`src/rtl/mac_cond_pkg.sv`:
```
package mac_cond_pkg;
  typedef enum logic [2:0] {
    OP_RD_FRAC  = 3'd0,
    OP_RD_SINT  = 3'd1,
    OP_RD_UINT  = 3'd2,
    OP_SAT_SINT = 3'd3,
    OP_SAT_UINT = 3'd4,
    OP_MUL_FRAC = 3'd5,
    OP_PASS_A   = 3'd6,
    OP_PASS_B   = 3'd7
  } mac_op_e;
endpackage

```
`src/rtl/mac_half_even_shift.sv`:
```
module mac_half_even_shift #(
  parameter int DATA_W = 64,
  parameter int SHIFT  = 8,
  parameter bit ARITH  = 1'b1
) (
  input  logic [DATA_W-1:0] val,
  input  logic              en,
  output logic [DATA_W-1:0] res
);
  localparam logic [SHIFT-1:0] HALF = {1'b1, {(SHIFT-1){1'b0}}};

  logic [DATA_W-1:0] shifted;
  logic [SHIFT-1:0]  rem;
  logic              inc;

  generate
    if (ARITH) begin : g_arith
      assign shifted = DATA_W'($signed(val) >>> SHIFT);
    end else begin : g_logic
      assign shifted = val >> SHIFT;
    end
  endgenerate

  assign rem = val[SHIFT-1:0];
  assign inc = en & ((rem > HALF) | ((rem == HALF) & shifted[0]));
  assign res = shifted + {{(DATA_W-1){1'b0}}, inc};
endmodule

```
`src/rtl/mac_readout.sv`:
```
module mac_readout import mac_cond_pkg::*; #(
  parameter int DATA_W       = 64,
  parameter int WORD_W       = 32,
  parameter int HALF_W       = 16,
  parameter int FINE_SHIFT   = 8,
  parameter int COARSE_SHIFT = 24
) (
  input  logic [DATA_W-1:0] val,
  input  mac_op_e           op,
  input  logic              frac16,
  input  logic              rnd,
  input  logic              sat,
  output logic [WORD_W-1:0] word
);
  localparam logic [WORD_W-1:0] W_MAX = {1'b0, {(WORD_W-1){1'b1}}};
  localparam logic [WORD_W-1:0] W_MIN = {1'b1, {(WORD_W-1){1'b0}}};
  localparam logic [HALF_W-1:0] H_MAX = {1'b0, {(HALF_W-1){1'b1}}};
  localparam logic [HALF_W-1:0] H_MIN = {1'b1, {(HALF_W-1){1'b0}}};

  logic [DATA_W-1:0] r_coarse, r_fine, fr;
  logic fits_h, fits_w, sint_fits;
  logic [WORD_W-1:0] frac_word, sint_word, uint_word;

  mac_half_even_shift #(.DATA_W(DATA_W), .SHIFT(COARSE_SHIFT), .ARITH(1'b1)) u_coarse (
    .val(val), .en(1'b1), .res(r_coarse));
  mac_half_even_shift #(.DATA_W(DATA_W), .SHIFT(FINE_SHIFT), .ARITH(1'b1)) u_fine (
    .val(val), .en(rnd), .res(r_fine));

  assign fr     = frac16 ? r_coarse : r_fine;
  assign fits_h = (&fr[DATA_W-1:HALF_W-1]) | ~(|fr[DATA_W-1:HALF_W-1]);
  assign fits_w = (&fr[DATA_W-1:WORD_W-1]) | ~(|fr[DATA_W-1:WORD_W-1]);

  always_comb begin
    if (frac16) begin
      if (sat && !fits_h) frac_word = {{(WORD_W-HALF_W){1'b0}}, (fr[DATA_W-1] ? H_MIN : H_MAX)};
      else                frac_word = {{(WORD_W-HALF_W){1'b0}}, fr[HALF_W-1:0]};
    end else begin
      if (sat && !fits_w) frac_word = fr[DATA_W-1] ? W_MIN : W_MAX;
      else                frac_word = fr[WORD_W-1:0];
    end
  end

  assign sint_fits = (&val[DATA_W-1:WORD_W-1]) | ~(|val[DATA_W-1:WORD_W-1]);
  assign sint_word = sint_fits ? val[WORD_W-1:0] : (val[DATA_W-1] ? W_MIN : W_MAX);
  assign uint_word = (|val[DATA_W-1:WORD_W]) ? {WORD_W{1'b1}} : val[WORD_W-1:0];

  always_comb begin
    case (op)
      OP_RD_FRAC: word = frac_word;
      OP_RD_SINT: word = sint_word;
      OP_RD_UINT: word = uint_word;
      default:    word = '0;
    endcase
  end
endmodule

```
`src/rtl/mac_store_sat.sv`:
```
module mac_store_sat import mac_cond_pkg::*; #(
  parameter int DATA_W   = 64,
  parameter int ACC_W    = 48,
  parameter int WORD_W   = 32,
  parameter int UCLR_BIT = 53
) (
  input  logic [DATA_W-1:0] val,
  input  mac_op_e           op,
  input  logic              sat,
  input  logic              ovf_in,
  output logic [DATA_W-1:0] res,
  output logic              ovf_out,
  output logic              mark
);
  localparam logic [DATA_W-1:0] ACC_MASK = {{(DATA_W-ACC_W){1'b0}}, {ACC_W{1'b1}}};
  localparam logic [DATA_W-1:0] UCLR_VAL = {{(DATA_W-1){1'b0}}, 1'b1} << UCLR_BIT;
  localparam logic [DATA_W-1:0] S_POS = {{(DATA_W-WORD_W+1){1'b0}}, {(WORD_W-1){1'b1}}};
  localparam logic [DATA_W-1:0] S_NEG = {{(DATA_W-WORD_W+1){1'b1}}, {(WORD_W-1){1'b0}}};

  logic [DATA_W-1:0] sx;
  logic det_s, det_u, is_s, is_u, flag_now;

  assign is_s  = (op == OP_SAT_SINT);
  assign is_u  = (op == OP_SAT_UINT);
  assign sx    = {{(DATA_W-ACC_W){val[ACC_W-1]}}, val[ACC_W-1:0]};
  assign det_s = ~((&val[DATA_W-1:ACC_W-1]) | ~(|val[DATA_W-1:ACC_W-1]));
  assign det_u = |val[DATA_W-1:ACC_W];

  assign flag_now = ovf_in | (is_s & det_s) | (is_u & det_u);
  assign ovf_out  = flag_now;
  assign mark     = (is_s | is_u) & flag_now;

  always_comb begin
    res = val;
    if (is_s) begin
      res = sx;
      if (flag_now && sat) res = sx[DATA_W-1] ? S_NEG : S_POS;
    end else if (is_u && flag_now) begin
      if (sat) res = (val > UCLR_VAL) ? '0 : ACC_MASK;
      else     res = val & ACC_MASK;
    end
  end
endmodule

```
`src/rtl/mac_acc_conditioner.sv`:
```
module mac_acc_conditioner import mac_cond_pkg::*; #(
  parameter int DATA_W   = 64,
  parameter int ACC_W    = 48,
  parameter int WORD_W   = 32,
  parameter int HALF_W   = 16,
  parameter int GUARD_W  = 8,
  parameter int NUM_ACC  = 4,
  parameter int UCLR_BIT = 53
) (
  input  logic                       clk,
  input  logic                       rst_n,
  input  logic                       in_valid,
  output logic                       in_ready,
  input  logic [DATA_W-1:0]          in_data,
  input  logic [2:0]                 in_op,
  input  logic [$clog2(NUM_ACC)-1:0] in_acc_sel,
  input  logic                       mode_frac16,
  input  logic                       mode_round,
  input  logic                       mode_sat,
  input  logic                       flag_clr,
  output logic                       out_valid,
  input  logic                       out_ready,
  output logic [DATA_W-1:0]          out_data,
  output logic                       ovf_flag,
  output logic [NUM_ACC-1:0]         acc_ovf
);
  localparam int FINE_SHIFT   = ACC_W - WORD_W - GUARD_W;
  localparam int COARSE_SHIFT = FINE_SHIFT + HALF_W;
  localparam int SEL_W        = $clog2(NUM_ACC);

  mac_op_e           op;
  logic              fire, ovf_nx, mark;
  logic [WORD_W-1:0] rd_word;
  logic [DATA_W-1:0] sat_res, mul_res, nxt;

  assign op       = mac_op_e'(in_op);
  assign in_ready = ~out_valid | out_ready;
  assign fire     = in_valid & in_ready;

  mac_readout #(.DATA_W(DATA_W), .WORD_W(WORD_W), .HALF_W(HALF_W),
                .FINE_SHIFT(FINE_SHIFT), .COARSE_SHIFT(COARSE_SHIFT)) u_rd (
    .val(in_data), .op(op), .frac16(mode_frac16), .rnd(mode_round),
    .sat(mode_sat), .word(rd_word));

  mac_store_sat #(.DATA_W(DATA_W), .ACC_W(ACC_W), .WORD_W(WORD_W),
                  .UCLR_BIT(UCLR_BIT)) u_sat (
    .val(in_data), .op(op), .sat(mode_sat), .ovf_in(ovf_flag),
    .res(sat_res), .ovf_out(ovf_nx), .mark(mark));

  mac_half_even_shift #(.DATA_W(DATA_W), .SHIFT(COARSE_SHIFT), .ARITH(1'b0)) u_mul (
    .val(in_data), .en(mode_round), .res(mul_res));

  always_comb begin
    case (op)
      OP_RD_FRAC, OP_RD_SINT, OP_RD_UINT: nxt = {{(DATA_W-WORD_W){1'b0}}, rd_word};
      OP_SAT_SINT, OP_SAT_UINT:           nxt = sat_res;
      OP_MUL_FRAC:                        nxt = mul_res;
      default:                            nxt = in_data;
    endcase
  end

  always_ff @(posedge clk or negedge rst_n) begin
    if (!rst_n) begin
      out_valid <= 1'b0;
      out_data  <= '0;
    end else begin
      out_valid <= fire | (out_valid & ~out_ready);
      if (fire) out_data <= nxt;
    end
  end

  always_ff @(posedge clk or negedge rst_n) begin
    if (!rst_n)        ovf_flag <= 1'b0;
    else if (flag_clr) ovf_flag <= 1'b0;
    else if (fire)     ovf_flag <= ovf_nx;
  end

  generate
    for (genvar g = 0; g < NUM_ACC; g++) begin : g_sticky
      always_ff @(posedge clk or negedge rst_n) begin
        if (!rst_n)        acc_ovf[g] <= 1'b0;
        else if (flag_clr) acc_ovf[g] <= 1'b0;
        else if (fire && mark && in_acc_sel == SEL_W'(g)) acc_ovf[g] <= 1'b1;
      end
    end
  endgenerate

  a_r1_hold: assert property (@(posedge clk) disable iff (!rst_n)
    out_valid && !out_ready |=> out_valid && $stable(out_data));
  a_r1_launch: assert property (@(posedge clk) disable iff (!rst_n)
    in_valid && in_ready |=> out_valid);
  a_r11_sticky: assert property (@(posedge clk) disable iff (!rst_n)
    !flag_clr |=> ((acc_ovf & $past(acc_ovf)) == $past(acc_ovf)) && (ovf_flag || !$past(ovf_flag)));
  a_r11_clear: assert property (@(posedge clk) disable iff (!rst_n)
    flag_clr |=> (acc_ovf == '0) && !ovf_flag);
  a_r11_quiet: assert property (@(posedge clk) disable iff (!rst_n)
    in_valid && in_ready && !flag_clr && in_op != 3'd3 && in_op != 3'd4
      |=> $stable(acc_ovf) && $stable(ovf_flag));
  a_r7_clamp: assert property (@(posedge clk) disable iff (!rst_n)
    in_valid && in_ready && in_op == 3'd2 && (|in_data[DATA_W-1:WORD_W])
      |=> out_data == {{(DATA_W-WORD_W){1'b0}}, {WORD_W{1'b1}}});
  a_r9_range: assert property (@(posedge clk) disable iff (!rst_n)
    in_valid && in_ready && in_op == 3'd4 && mode_sat && (ovf_flag || (|in_data[DATA_W-1:ACC_W]))
      |=> out_data == '0 || out_data == {{(DATA_W-ACC_W){1'b0}}, {ACC_W{1'b1}}});
endmodule

```
`config.mk`:
```
export PLATFORM = sky130hd
export DESIGN_NAME = mac_acc_conditioner
export DESIGN_NICKNAME = d
export VERILOG_FILES = /design/src/rtl/mac_cond_pkg.sv /design/src/rtl/mac_half_even_shift.sv /design/src/rtl/mac_readout.sv /design/src/rtl/mac_store_sat.sv /design/src/rtl/mac_acc_conditioner.sv
export SDC_FILE = /design/constraint.sdc
export NUM_CORES = 1
export LEC_CHECK = 0
export BUFFER_PORTS_ARGS = -buffer_cell sky130_fd_sc_hd__buf_2
export CAP_MARGIN = 10
export CORE_MARGIN = 5
export CORE_UTILIZATION = 36
export DETAILED_ROUTE_END_ITERATION = 10
export PLACE_DENSITY = 0.67
export SYNTH_ARGS = -nofsm -noshare
export SYNTH_HDL_FRONTEND = slang
export SYNTH_SLANG_ARGS = --single-unit
```
`constraint.sdc`:
```
create_clock -name clk -period 4.2 [get_ports clk]
set_input_delay 0.42 -clock clk [delete_from_list [all_inputs] [get_ports clk]]
set_output_delay 0.42 -clock clk [all_outputs]
set_load 0.01 [all_outputs]
```
== Word level (Yosys, flattened, before mapping) ==
Index checks and enable logic that the tools add are counted.
W data, S select, Z words.

* Add/sub/neg operators: 3
* $mul: 0
* Div/mod/pow operators: 0
* $lt $le $gt $ge: 3
* Equal/unequal tests: 10
* Shift operators: 0
* Multiplexer cells: 27
* Bitwise gates (word level): 27
* Reduce and logical (&&, ||, !) cells: 30

{| class="wikitable"
|+ Operators by type and width
! operator !! count
|-
| $mux W64 || 6
|-
| $mux W32 || 6
|-
| $pmux W64 S3 || 1
|-
| $pmux W32 S3 || 1
|-
| $reduce_and A33 Y1 || 2
|-
| $reduce_or A33 Y1 || 2
|-
| $gt A64 B54 Y1 const B || 1
|-
| $add A56 B2 Y57 || 1
|-
| $reduce_and A49 Y1 || 1
|-
| $reduce_or A49 Y1 || 1
|-
| $mux W48 || 1
|-
| $add A40 B1 Y41 || 1
|-
| $add A40 B2 Y41 || 1
|-
| $mux W16 || 2
|-
| $reduce_or A32 Y1 || 1
|-
| $eq A24 B24 Y1 const B || 1
|-
| $gt A24 B24 Y1 const B || 1
|-
| $reduce_and A17 Y1 || 1
|-
| $reduce_or A17 Y1 || 1
|-
| $reduce_or A16 Y1 || 1
|-
| $or A1 B1 Y1 || 11
|-
| $mux W1 || 10
|-
| $reduce_bool A2 Y1 || 5
|-
| $and A1 B1 Y1 || 9
|-
| other kinds (14) || 32
|}

* Register bits after elaboration: 70
* Latch bits: 0
* RAM bits: 0
* ROM bits: 0
* Input bits: 77
* Memories: 0

== Depth between registers and ports, before layout ==
Gate-level depths: netlist of the first run.

* Depth after elaboration: 15
* Gate-level depth with buffers: 18
* Depth with buffers taken out: 16

== Hierarchy ==
A second synthesis of the first run with hierarchy kept.

* Cells, all modules: 1446
* Area, all modules: 11573.6 um^2

{| class="wikitable"
|+ Modules (own cells, without submodules)
! module !! times used !! cells each !! area each (um^2)
|-
| mac_acc_conditioner || 1 || 511 || 5276.3
|-
| mac_readout || 1 || 287 || 1855.5
|-
| mac_half_even_shift (u_rd.u_fine) || 1 || 199 || 1353.8
|-
| mac_half_even_shift (u_rd.u_coarse) || 1 || 148 || 1056.0
|-
| mac_half_even_shift (u_mul) || 1 || 149 || 1027.2
|-
| mac_store_sat || 1 || 152 || 1004.7
|}

== Least setup slack after synthesis of the first run ==
Ideal clock, no wire load.

* Path type: input port to flip-flop
* Start point: input port in_data[20]
* End point: register out_data[2]
* Arrival: 3.896 ns
* Data required time: 4.064 ns
* Slack: 0.168 ns
* Stages: 18
* Buffers on the path: 2
* Path through: buf_2 nor4_1 nand4_1 o21a_1 ha_1 ha_1 nand3_1 nor4_2 nand3_1 mux2_2 o22ai_1 a32o_1 nand4_1 o21ai_2 o22ai_1 buf_2 o31ai_1 o41ai_2

* Cells in the longest elaborated chain, start to end: 14
* Elaborated cells between the ends (all ways): 33

{| class="wikitable"
|+ Ends and longest elaborated chain
! item !! line !! text
|-
| start, declared || mac_acc_conditioner.sv:14 || <nowiki>input logic [DATA_W-1:0] in_data,</nowiki>
|-
| branches (longest 13 deep; another with $add A40 B2 Y41) || n/a ||
|-
| $pmux W64 S3 * || mac_acc_conditioner.sv:54 || <nowiki>case (op)</nowiki>
|-
| end signal, assigned || mac_acc_conditioner.sv:68 || <nowiki>if (fire) out_data <= nxt;</nowiki>
|-
| end, declared || mac_acc_conditioner.sv:23 || <nowiki>output logic [DATA_W-1:0] out_data,</nowiki>
|}

Every way passes the cells marked *.
A chain may end at the register's enable or synchronous reset.

== Final worst setup path of the first run ==
* Start point: input port in_data[7]
* End point: register out_data[7]

* Cells in the longest elaborated chain, start to end: 15
* Elaborated cells between the ends (all ways): 41

{| class="wikitable"
|+ Ends and longest elaborated chain
! item !! line
|-
| branches (longest 14 deep; another with $add A40 B2 Y41) || n/a
|-
| $pmux W64 S3 * || mac_acc_conditioner.sv:54
|}

Marked as above.

==> metrics.md, run 1 <==
| Metric | Value |
|---|---|
| Ratio of cells with drive above 1 in the final layout | 0.3604 |
| Number of synthesized flops with an enable pin | 0 |
| Average size of a mapped cell | 7.092 µm² |
| CTS Root Cell | clkbuf_16 |
| CP endpoint kind | register |
| Via count | 11470 |
| CP max stage delay | 490 ps |
| RSZ-0062 raised after global routing | true |
| Starting Density | 0.3631 |
| Top-count cell post-synth | nand2_1 |
| Final net count | 1615 |
| P_leak | 0.005033 µW |
| Worst path slowest cell | or4_1 |
| Per-cell routed wire length | 24.68 µm |
| Die Wd | 163.2 µm |
| Detailed Place HPWL | 35.92 mm |
| First-pass GRT wire length | 66.87 mm |
| CP Launch Type | input pin |
| Final Power | 2694 µW |
| Placed cell count | 1818 |
| Clock Latency Late Sink | 360 ps |
| Htree depth | 3 |
| Worst slew margin | 0.2572 |
| Port bufs | 147 |
| Synth top area cells | dfrtp_1, o21ai_0, nand2_1 |
| Overall Global Routing Usage | 0.3306 |
| I/O Pins | 148 |
| Crit-path max FO | 7 |
| Yosys top cell by area | dfrtp_1 |
| Syn_nets | 1274 |
| Die height | 163.2 µm |
| Detailed Routing Iterations Pass 1 | 6 |
| Primary FF master, synth | dfrtp_1 |
| Clock skew | 9.621 ps |
| Final worst slack | 15.55 ps |
| Share of the synthesized area in the top cell type | 0.2074 |
| Setup Viol. Count Final | 0 |
| Final Cycle Share | 0.9963 |
| Core area | 23260 µm² |
| Fmax | 0.2390 GHz |
| Post-DR vias/cell | 6.179 |
| Setup TNS Final | 0 ps |
| Yosys warns | 0 |
| Full die area | 26630 µm² |
| Post-layout minimum cycle time | 4184 ps |
| CTS clk-pin slew, worst paths | 60 ps |
| CTS buffer count | 9 |
| Post-synthesis instance area | 8447 µm² |
| Row count | 56 |
| Placed Instance Area | 11160 µm² |
| Register area share after synthesis | 0.2074 |
| Gr ovfl total | 0 |
| # diodes | 0 |
| Pre-CTS setup slack | -726.7 ps |
| Max Slew Vio Count | 0 |
| Critical path type | in -> reg |
| Peak VDD IR | 0.0001563 V |
| Non-Filler Instances | 1856 |
| Top cells by count, synth | nand2_1, o21ai_0, nor2_1 |
| Post-route DRC | 0 |
| Crit-path most repeated cell | buf_4 |
| CP arrival | 4460 ps |
| Status | finished, final reports clean |
| Starting DRC count in detailed routing | 1351 |
| Synth unique cells | 81 |
| Least-Margin Pin Slew | 1113 ps |
| Final Hold Viols | 0 |
| Post-Layout Inst Area | 12210 µm² |
| Pin count of the biggest net entering global routing | 64 |
| HP Class | in -> reg |
| Syn-to-layout area delta | 44.56% |
| Initial antenna violation count | 1 |
| Final wirelength | 45.82 mm |
| Routability cong. | 1.087 |
| Max cap viols | 0 |
| Clock sinks | 70 |
| Antenna Violating Nets Remaining | 0 |
| Critical path cell sequence | buf_2, buf_4, and3_4, ha_4, buf_4, and4_4, nand4_1, buf_4, nor4b_4, xnor2_2, or2_1, or4_1, o31a_1, o221ai_4, buf_12, buf_12, buf_16, a22oi_1, or2_0, o22ai_1 |
| Yosys reg bits | 70 |
| Asr flop ratio synth | 1.000 |
| Vias in the first global route | 10740 |
| PwrDens | 220.6 nW/µm² |
| CTS tree | built |
| CP required | 4470 ps |
| Synthesized instance count | 1191 |
| Clock Tree Buf Depth | 2 |
-- layer usage --
| layer | GRT usage | up-vias | routed length [µm] |
|---|---|---|---|
| met5 | 0 | - | 13 |
| met4 | 0.1468 | 2 | 2674 |
| met3 | 0.05476 | 163 | 4257 |
| met2 | 0.5170 | 742 | 20050 |
| met1 | 0.4493 | 5500 | 18820 |
| li1 | - | 5061 | - |
-- report_power, final --
| group | switching [µW] | leakage (µW) | internal, µW |
|---|---|---|---|
| registers | 55.6 | 0.000860 | 767 |
| clock network | 357 | 0.000149 | 480 |
| logic | 619 | 0.00402 | 416 |
-- flip-flops by register name, indices dropped and copies added (netlist names) --
name	cells
out_data	64
acc_ovf	4
out_valid	1
ovf_flag	1
-- cells in the final DEF, fill, tap and decap left out, drive strengths merged, types with 9 or more instances in the layout --
master / netlist / layout
a31oi: 9 / 9
buf: 53 / 437
or4: 12 / 12
nor4: 59 / 59
o22ai: 11 / 11
a21oi: 72 / 72
clkbuf: 57 / 12
nand4: 46 / 46
nand2: 138 / 138
nand3: 53 / 53
o21ai: 113 / 113
or2: 9 / 9
and4: 15 / 15
xor2: 54 / 54
nor3: 58 / 58
inv: 16 / 17
or3: 25 / 25
xnor2: 59 / 59
a21o: 15 / 15
nor2: 101 / 101
dfrtp: 70 / 70
a311oi: 16 / 16
-- final cells by class --
type	instances	area, µm²
Clock buffer	10	239.0
Clock inverter	6	68.82
Fill cell	2347	11050
Inverter	16	60.06
Multi-Input combinational cell	995	6603
Sequential cell	70	1752
Tap cell	319	399.1
Timing Repair Buffer	440	3089
-- critical path: cells and delay by family --
family | cells | cell delay, ps
XOR/XNOR | 1 | 160
buffers and inverters | 7 | 970
AO/OA/AOI/OAI | 4 | 800
AND/OR/NAND/NOR | 7 | 1930
adder cells (fa/ha/maj) | 1 | 150
-- through the flow --
stage	utilization	hold slack, ps
5_1_grt	0.5249	293.6
3_3_place_gp	0.4798	330.8
4_1_cts	0.4995	281.5
6_report	0.5249	285.2
2_1_floorplan	-	124.4
3_5_place_dp	0.4798	332.6
-- timing repair --
action                     4_1_cts  5_1_grt
hold buffers                     1        0
pin swaps                        3       39
cloned                           1        2
resized for setup               17       77
hold endpoints to repair        21        0
setup endpoints to repair       32       32
setup buffers                    1       19
-- logic make-up after synthesis --
family	Yosys count	share of synthesized area
muxes	11	0.01363
xor gates and xnor gates	113	0.1172
AOI/OAI and AO/OA	300	0.2232
adders and majority gates	6	0.008887
and+or+nand+nor	565	0.3594
buffers and inverters	126	0.07036
DFF	70	0.2074
-- path summary, 6_finish.rpt --
| kind | to | startpoint | cells after the start | slack (ps) |
|---|---|---|---|---|
| worst max-delay path | out_data[7] | in_data[7] | 20 | 20 |
| worst min-delay path | acc_ovf[0] | flag_clr | 2 | 290 |
| worst max register to register | out_data[15] | ovf_flag | 9 | 1120 |
| worst min register to register | out_data[45] | out_data[45] | 2 | 470 |
| max in group asynchronous | out_data[62] | rst_n | 3 | 2700 |
| min in group asynchronous | out_data[7] | rst_n | 2 | 500 |
(Power assumes the default switching activity.)
==> inputs of run 2 (changes only) <==
--- a/config.mk
+++ b/config.mk
@@ -8,9 +8,9 @@
 export BUFFER_PORTS_ARGS = -buffer_cell sky130_fd_sc_hd__buf_2
 export CAP_MARGIN = 10
 export CORE_MARGIN = 5
-export CORE_UTILIZATION = 36
+export CORE_UTILIZATION = 30
 export DETAILED_ROUTE_END_ITERATION = 10
-export PLACE_DENSITY = 0.67
+export PLACE_DENSITY = 0.6
 export SYNTH_ARGS = -nofsm -noshare
 export SYNTH_HDL_FRONTEND = slang
 export SYNTH_SLANG_ARGS = --single-unit
==> run 2 against run 1 <==
  * Largest cell class unchanged
  * Fmax up 2.2%
  * Worst setup slack better by 90 ps
  * Cell count increased by 1.5%
==> metrics.md, run 2 (synthesis gave the netlist of run 1 again) <==
| Metric | Value |
|---|---|
| CTS buffer count | 9 (unchanged) |
| P_leak | 0.004811 µW (-4.4%) |
| Die height | 177.8 µm (+9.0%) |
| Critical path type | in -> reg |
| Cell internal pwr | 1643 µW (-1.2%) |
| Row count | 61 (+8.9%) |
| Post-layout minimum cycle time | 4094 ps (-90.11 ps) |
| PwrDens | 223.2 nW/µm² (+1.2%) |
| Detailed Place HPWL | 35.31 mm (-1.7%) |
| Commonest non-fill, non-tap cell in the layout | buf_4 |
| Vias in the first global route | 10710 (-0.27%) |
| Final net count | 1583 (-2.0%) |
| CTS clk-pin slew, worst paths | 60 ps (about the same) |
| Htree depth | 3 (unchanged) |
| Clock Tree Buf Depth | 2 (unchanged) |
| Fmax | 0.2442 GHz (+2.2%) |
| Post-DR vias/cell | 5.982 (-3.2%) |
| Sw Pwr | 1027 µW (-0.36%) |
| CP Launch Type | input pin |
| Clock skew | 9.626 ps (+0.004660 ps) |
| Status | finished, final reports clean |
| Final Hold Viols | 0 (unchanged) |
| Post-route DRC | 0 (unchanged) |
| Final Power | 2670 µW (-0.88%) |
| Die Wd | 177.8 µm (+9.0%) |
| Syn-to-layout area delta | 41.64% |
| Detailed Routing Iterations Pass 1 | 6 (unchanged) |
| CP endpoint kind | register |
| I/O Pins | 148 (unchanged) |
| CTS tree | built |
| Antenna Violating Nets Remaining | 0 (unchanged) |
| Clock sinks | 70 (unchanged) |
| Placed cell count | 1854 (+2.0%) |
| Clock Latency Late Sink | 360 ps (about the same) |
| Largest registers | out_data x64, acc_ovf x4 |
| Crit-path max FO | 7 (unchanged) |
| Initial antenna violation count | 1 (unchanged) |
| First-pass GRT wire length | 65.81 mm (-1.6%) |
| # hold bufs at CTS | 0 (-1) |
| CTS Root Cell | clkbuf_16 |
| CP required | 4480 ps (about the same) |
| Core area | 27780 µm² (+19%) |
| Full die area | 31610 µm² (+19%) |
| CP max stage delay | 550 ps (+60 ps) |
| Switch share | 0.3847 (+0.002027) |
| Worst path slowest cell | or4_4 |
| Gr ovfl total | 0 (unchanged) |
| HP Class | in -> async |
| Starting Density | 0.3040 (-0.05907) |
| Worst slew margin | 0.2444 (-0.01280) |
| Least-Margin Pin Slew | 1132 ps (+19.17 ps) |
| Max Slew Vio Count | 0 (unchanged) |
| Starting DRC count in detailed routing | 1462 (+8.2%) |
| Port bufs | 147 (unchanged) |
| Final Cycle Share | 0.9748 (-0.02146) |
| Ratio of cells with drive above 1 in the final layout | 0.3468 (-0.01360) |
| Most frequent cells in the layout | buf_4, buf_2, nand2_1, o21ai_0, nor2_1 |
| Overall Global Routing Usage | 0.2737 (-0.05686) |
| Critical path cell sequence | buf_2, nor4_4, nand2_4, and3_4, ha_4, ha_4, and3_1, nand4_1, nor3_1, nand2_1, xor2_1, or4_4, o31a_1, o221ai_4, buf_6, buf_6, buf_8, nand2_1, a21oi_1, a2bb2oi_1 |
| Final wirelength | 45.34 mm (-1.0%) |
| CP arrival | 4380 ps (-80 ps) |
| Routability cong. | 1.047 (-3.7%) |
| Via count | 11270 (-1.7%) |
| Combinational power share | 0.375 (-0.009) |
| Per-cell routed wire length | 24.06 µm (-2.5%) |
| Max reg flops | 64 (unchanged) |
| Pin count of the biggest net entering global routing | 71 (+11%) |
| Clock Power Share | 0.316 (+0.005) |
| Max cap viols | 0 (unchanged) |
| Setup Viol. Count Final | 0 (unchanged) |
| Largest Register | out_data |
| Peak VDD IR | 0.0001329 V (-15%) |
| Fill count | 2882 (+23%) |
| Non-Filler Instances | 1884 (+1.5%) |
| Reg power frac | 0.309 (+0.004) |
## run 2: cell count changes in the layout (fill, tap and decap cells not counted), sizes merged
cell / delta
buf: -29
clkbuf: -2
diode: +1
dlygate4sd3: -1
## run 2: cell type report
| cell class | count | area [µm²] | share of cell area |
|---|---|---|---|
| timing repair buffer | 408 | 2824 | 0.2360 |
| clock buffer | 10 | 239.0 | 0.01997 |
| inverter | 16 | 60.06 | 0.005020 |
| multi-input combinational | 995 | 6545 | 0.5471 |
| tap | 378 | 473.0 | 0.03953 |
| clock inverter | 6 | 68.82 | 0.005752 |
| sequential | 70 | 1752 | 0.1464 |
| antenna | 1 | 2.502 | 0.0002092 |
## run 2: timing repair
action,in CTS,in global routing
gates cloned,2,0
endpoints found under the hold margin,0,0
buffers inserted,6,8
pin swaps,7,35
gates resized for setup,38,58
endpoints found under the setup margin,32,32
## run 2: worst paths after layout
path	start	endpoint	slack, ps	cells past startpoint
max	in_data[4]	out_data[27]	110	20
min	rst_n	out_data[7]	230	1
max reg2reg	ovf_flag	out_data[15]	1560	9
min reg2reg	out_data[61]	out_data[61]	480	2
max in group asynchronous	rst_n	out_data[59]	3310	1
min in group clk	flag_clr	acc_ovf[0]	280	2
## run 2: routing by layer
layer,GRT usage,share of wire
met1,0.3660,0.41
met2,0.4236,0.44
met3,0.05070,0.099
met4,0.1347,0.056
met5,0,0.00020
## run 2: power groups by stage
stage,Sequential (µW),Clock [µW],Combinational (µW)
floorplan,871,0,444
global placement,836,0,926
detailed placement,836,0,932
CTS,826,853,959
global route,835,869,1060
finish,825,843,1000
## run 2: worst max-delay path: cells and delay by family
| kind | cells | cell delay [ps] |
|---|---|---|
| AND/OR/NAND/NOR | 9 | 1890 |
| XOR/XNOR | 1 | 170 |
| buffers and inverters | 4 | 480 |
| AO/OA/AOI/OAI | 4 | 1070 |
| adder cells (fa/ha/maj) | 2 | 320 |
## run 2: stage by stage
step	area (µm²)	TNS [ps]	setup slack, ps	utilization	hold slack, ps
after detailed placement	11040	-23870	-831.9	0.3973	468.5
after global routing	11960	-175.7	-34.17	0.4306	298.7
after floorplan	8447	0	167.6	-	124.4
after CTS	11620	0	24.38	0.4182	257.2
after global placement	11040	-25310	-863.7	0.3973	460.3
final	11960	0	105.7	0.4306	228.6
==> inputs of run 3 (changes only) <==
--- a/config.mk
+++ b/config.mk
@@ -5,12 +5,12 @@
 export SDC_FILE = /design/constraint.sdc
 export NUM_CORES = 1
 export LEC_CHECK = 0
-export BUFFER_PORTS_ARGS = -buffer_cell sky130_fd_sc_hd__buf_2
 export CAP_MARGIN = 10
 export CORE_MARGIN = 5
 export CORE_UTILIZATION = 30
 export DETAILED_ROUTE_END_ITERATION = 10
-export PLACE_DENSITY = 0.6
+export DONT_BUFFER_PORTS = 1
+export PLACE_DENSITY = 0.49
 export SYNTH_ARGS = -nofsm -noshare
 export SYNTH_HDL_FRONTEND = slang
 export SYNTH_SLANG_ARGS = --single-unit
==> run 3 against run 2 <==
  * Fmax is 2.0% lower
  * Via count fell by 11%
  * Combinational power shrank 42%
  * Critical path type unchanged
==> metrics.md, run 3 (synthesis gave the netlist of run 1 again) <==
| Metric | Value |
|---|---|
| Final Power | 2307 µW (-14%) |
| Die Wd | 177.8 µm (unchanged) |
| Clock sinks | 70 (unchanged) |
| Overall Global Routing Usage | 0.2695 (-0.004169) |
| CP endpoint kind | register |
| RSZ-0062 raised after global routing | true |
| Clock Tree Buf Depth | 2 (unchanged) |
| Starting DRC count in detailed routing | 1111 (-24%) |
| Max reg flops | 64 (unchanged) |
| CTS tree | built |
| Setup TNS Final | 0 ps (unchanged) |
| Routability cong. | 1.024 (-2.2%) |
| Clock skew | 7.813 ps (-1.813 ps) |
| Max cap viols | 0 (unchanged) |
| Final Cycle Share | 0.9945 (+0.01967) |
| Worst path slowest cell | or4_4 |
| CTS buffer count | 9 (unchanged) |
| Most frequent cells in the layout | buf_4, nand2_1, o21ai_0, nor2_1, a21oi_1 |
| CP arrival | 4430 ps (+50 ps) |
| Fmax | 0.2394 GHz (-2.0%) |
| CTS Root Cell | clkbuf_16 |
| Port bufs | 0 (-100%) |
| P_leak | 0.003587 µW (-25%) |
| CP delay by family, top | simple AND/OR/NAND/NOR gates |
| Detailed Place HPWL | 33.39 mm (-5.4%) |
| Critical path cell sequence | nor4_2, buf_4, nand2_1, and3_1, ha_1, buf_4, nand4_1, or4_4, nor4_2, mux2i_1, buf_4, or4_1, o31a_1, buf_4, o221ai_4, buf_12, clkbuf_16, nand2_1, a21o_1, a311oi_2 |
| Worst hold stages | 1 |
| WHS | 121.8 ps (-106.7 ps) |
| CP Buf/Inv Count | 6 (+2) |
| Final worst slack | 23.04 ps (-82.63 ps) |
| CP required | 4450 ps (-30 ps) |
| Detailed Routing Iterations Pass 1 | 6 (unchanged) |
| # diodes | 0 (-1) |
| Post-route DRC | 0 (unchanged) |
| Die height | 177.8 µm (unchanged) |
| Starting Density | 0.3040 (unchanged) |
| Least-Margin Pin Slew | 1100 ps (-31.89 ps) |
| Per-cell routed wire length | 27.11 µm (+13%) |
| Final Hold Viols | 0 (unchanged) |
| Max Slew Vio Count | 0 (unchanged) |
| Critical path type | in -> reg |
| CTS clk-pin slew, worst paths | 70 ps (about the same) |
| Pre-CTS setup slack | -434.3 ps (+397.5 ps) |
| Crit-path most repeated cell | buf_4 |
| Stages on the worst setup path | 20 (unchanged) |
| Core area | 27780 µm² (unchanged) |
| Largest registers | out_data x64, acc_ovf x4 |
| CP Launch Type | input pin |
| Initial antenna violation count | 2 (+1) |
| Htree depth | 3 (unchanged) |
| Peak VDD IR | 0.0001619 V (+22%) |
| I/O Pins | 148 (unchanged) |
| Gr ovfl total | 0 (unchanged) |
| Post-layout minimum cycle time | 4177 ps (+82.63 ps) |
| Post-DR vias/cell | 6.171 (+3.2%) |
| Commonest non-fill, non-tap cell in the layout | buf_4 |
| PwrDens | 228.4 nW/µm² (+2.3%) |
| Clock Latency Late Sink | 350 ps (about the same) |
| Ratio of cells with drive above 1 in the final layout | 0.1847 (-0.1621) |
| Status | finished, final reports clean |
| First-pass GRT wire length | 64.07 mm (-2.6%) |
| Full die area | 31610 µm² (unchanged) |
| Row count | 61 (unchanged) |
| Pin count of the biggest net entering global routing | 71 (unchanged) |
| Via count | 10020 (-11%) |
| Worst slew margin | 0.2657 (+0.02128) |
| Syn-to-layout area delta | 19.55% |
| Largest Register | out_data |
| Final net count | 1323 (-16%) |
| CP max stage delay | 530 ps (-20 ps) |
| Final wirelength | 44.00 mm (-3.0%) |
| Setup Viol. Count Final | 0 (unchanged) |
| Post-Route Utilization | 0.3635 (-0.06715) |
| Antenna Violating Nets Remaining | 0 (unchanged) |
| Worst R2R Path Depth | 9 (unchanged) |
| Vias in the first global route | 9459 (-12%) |
| Crit-path max FO | 6 (-1) |
| HP Class | in -> reg |
## run 3: cell count changes in the layout (fill, tap and decap cells not counted), sizes merged
cell and delta:
buf -263, clkbuf +2, diode -1, dlygate4sd3 +1
## run 3: stage by stage
step / cell area, µm² / cells
global placement: 9453 / 1597
global route: 10100 / 1623
CTS: 9829 / 1615
floorplan: 8447 / 1191
detailed placement: 9453 / 1597
finish: 10100 / 1623
## run 3: what timing repair did
action                     CTS  global route
hold endpoints to repair    70             0
buffers inserted             0             6
setup endpoints to repair   21            32
pin swaps                    1            16
hold buffers                 2             0
cloned                       0             2
resized for setup            6            33
## run 3: power by group
part           internal, µW  switching [µW]
Sequential              767             118
Combinational           244             332
Clock                   481             364
## run 3: worst paths after layout
kind	start	to	slack [ps]
min in group asynchronous	rst_n	out_data[15]	710
hold reg to reg	out_data[63]	out_data[63]	550
setup reg to reg	ovf_flag	out_data[15]	1410
setup / recovery	in_data[2]	out_data[20]	20
hold / removal	flag_clr	acc_ovf[2]	120
max in group asynchronous	rst_n	out_data[61]	3100
## run 3: area by class of cell
class	count	area (µm²)
Fill cell	3032	17680
Multi-Input combinational cell	995	6312
Sequential cell	70	1752
Timing Repair Buffer	148	1194
Tap cell	378	473.0
Clock buffer	10	239.0
Clock inverter	6	68.82
Inverter	16	60.06
## run 3: layer usage
layer	vias up	wire (µm)	global-route usage
met4	4	1681	0.09410
met2	559	19500	0.4199
met3	102	4573	0.06029
li1	4483	-	-
met1	4867	18230	0.3673
met5	-	18	0
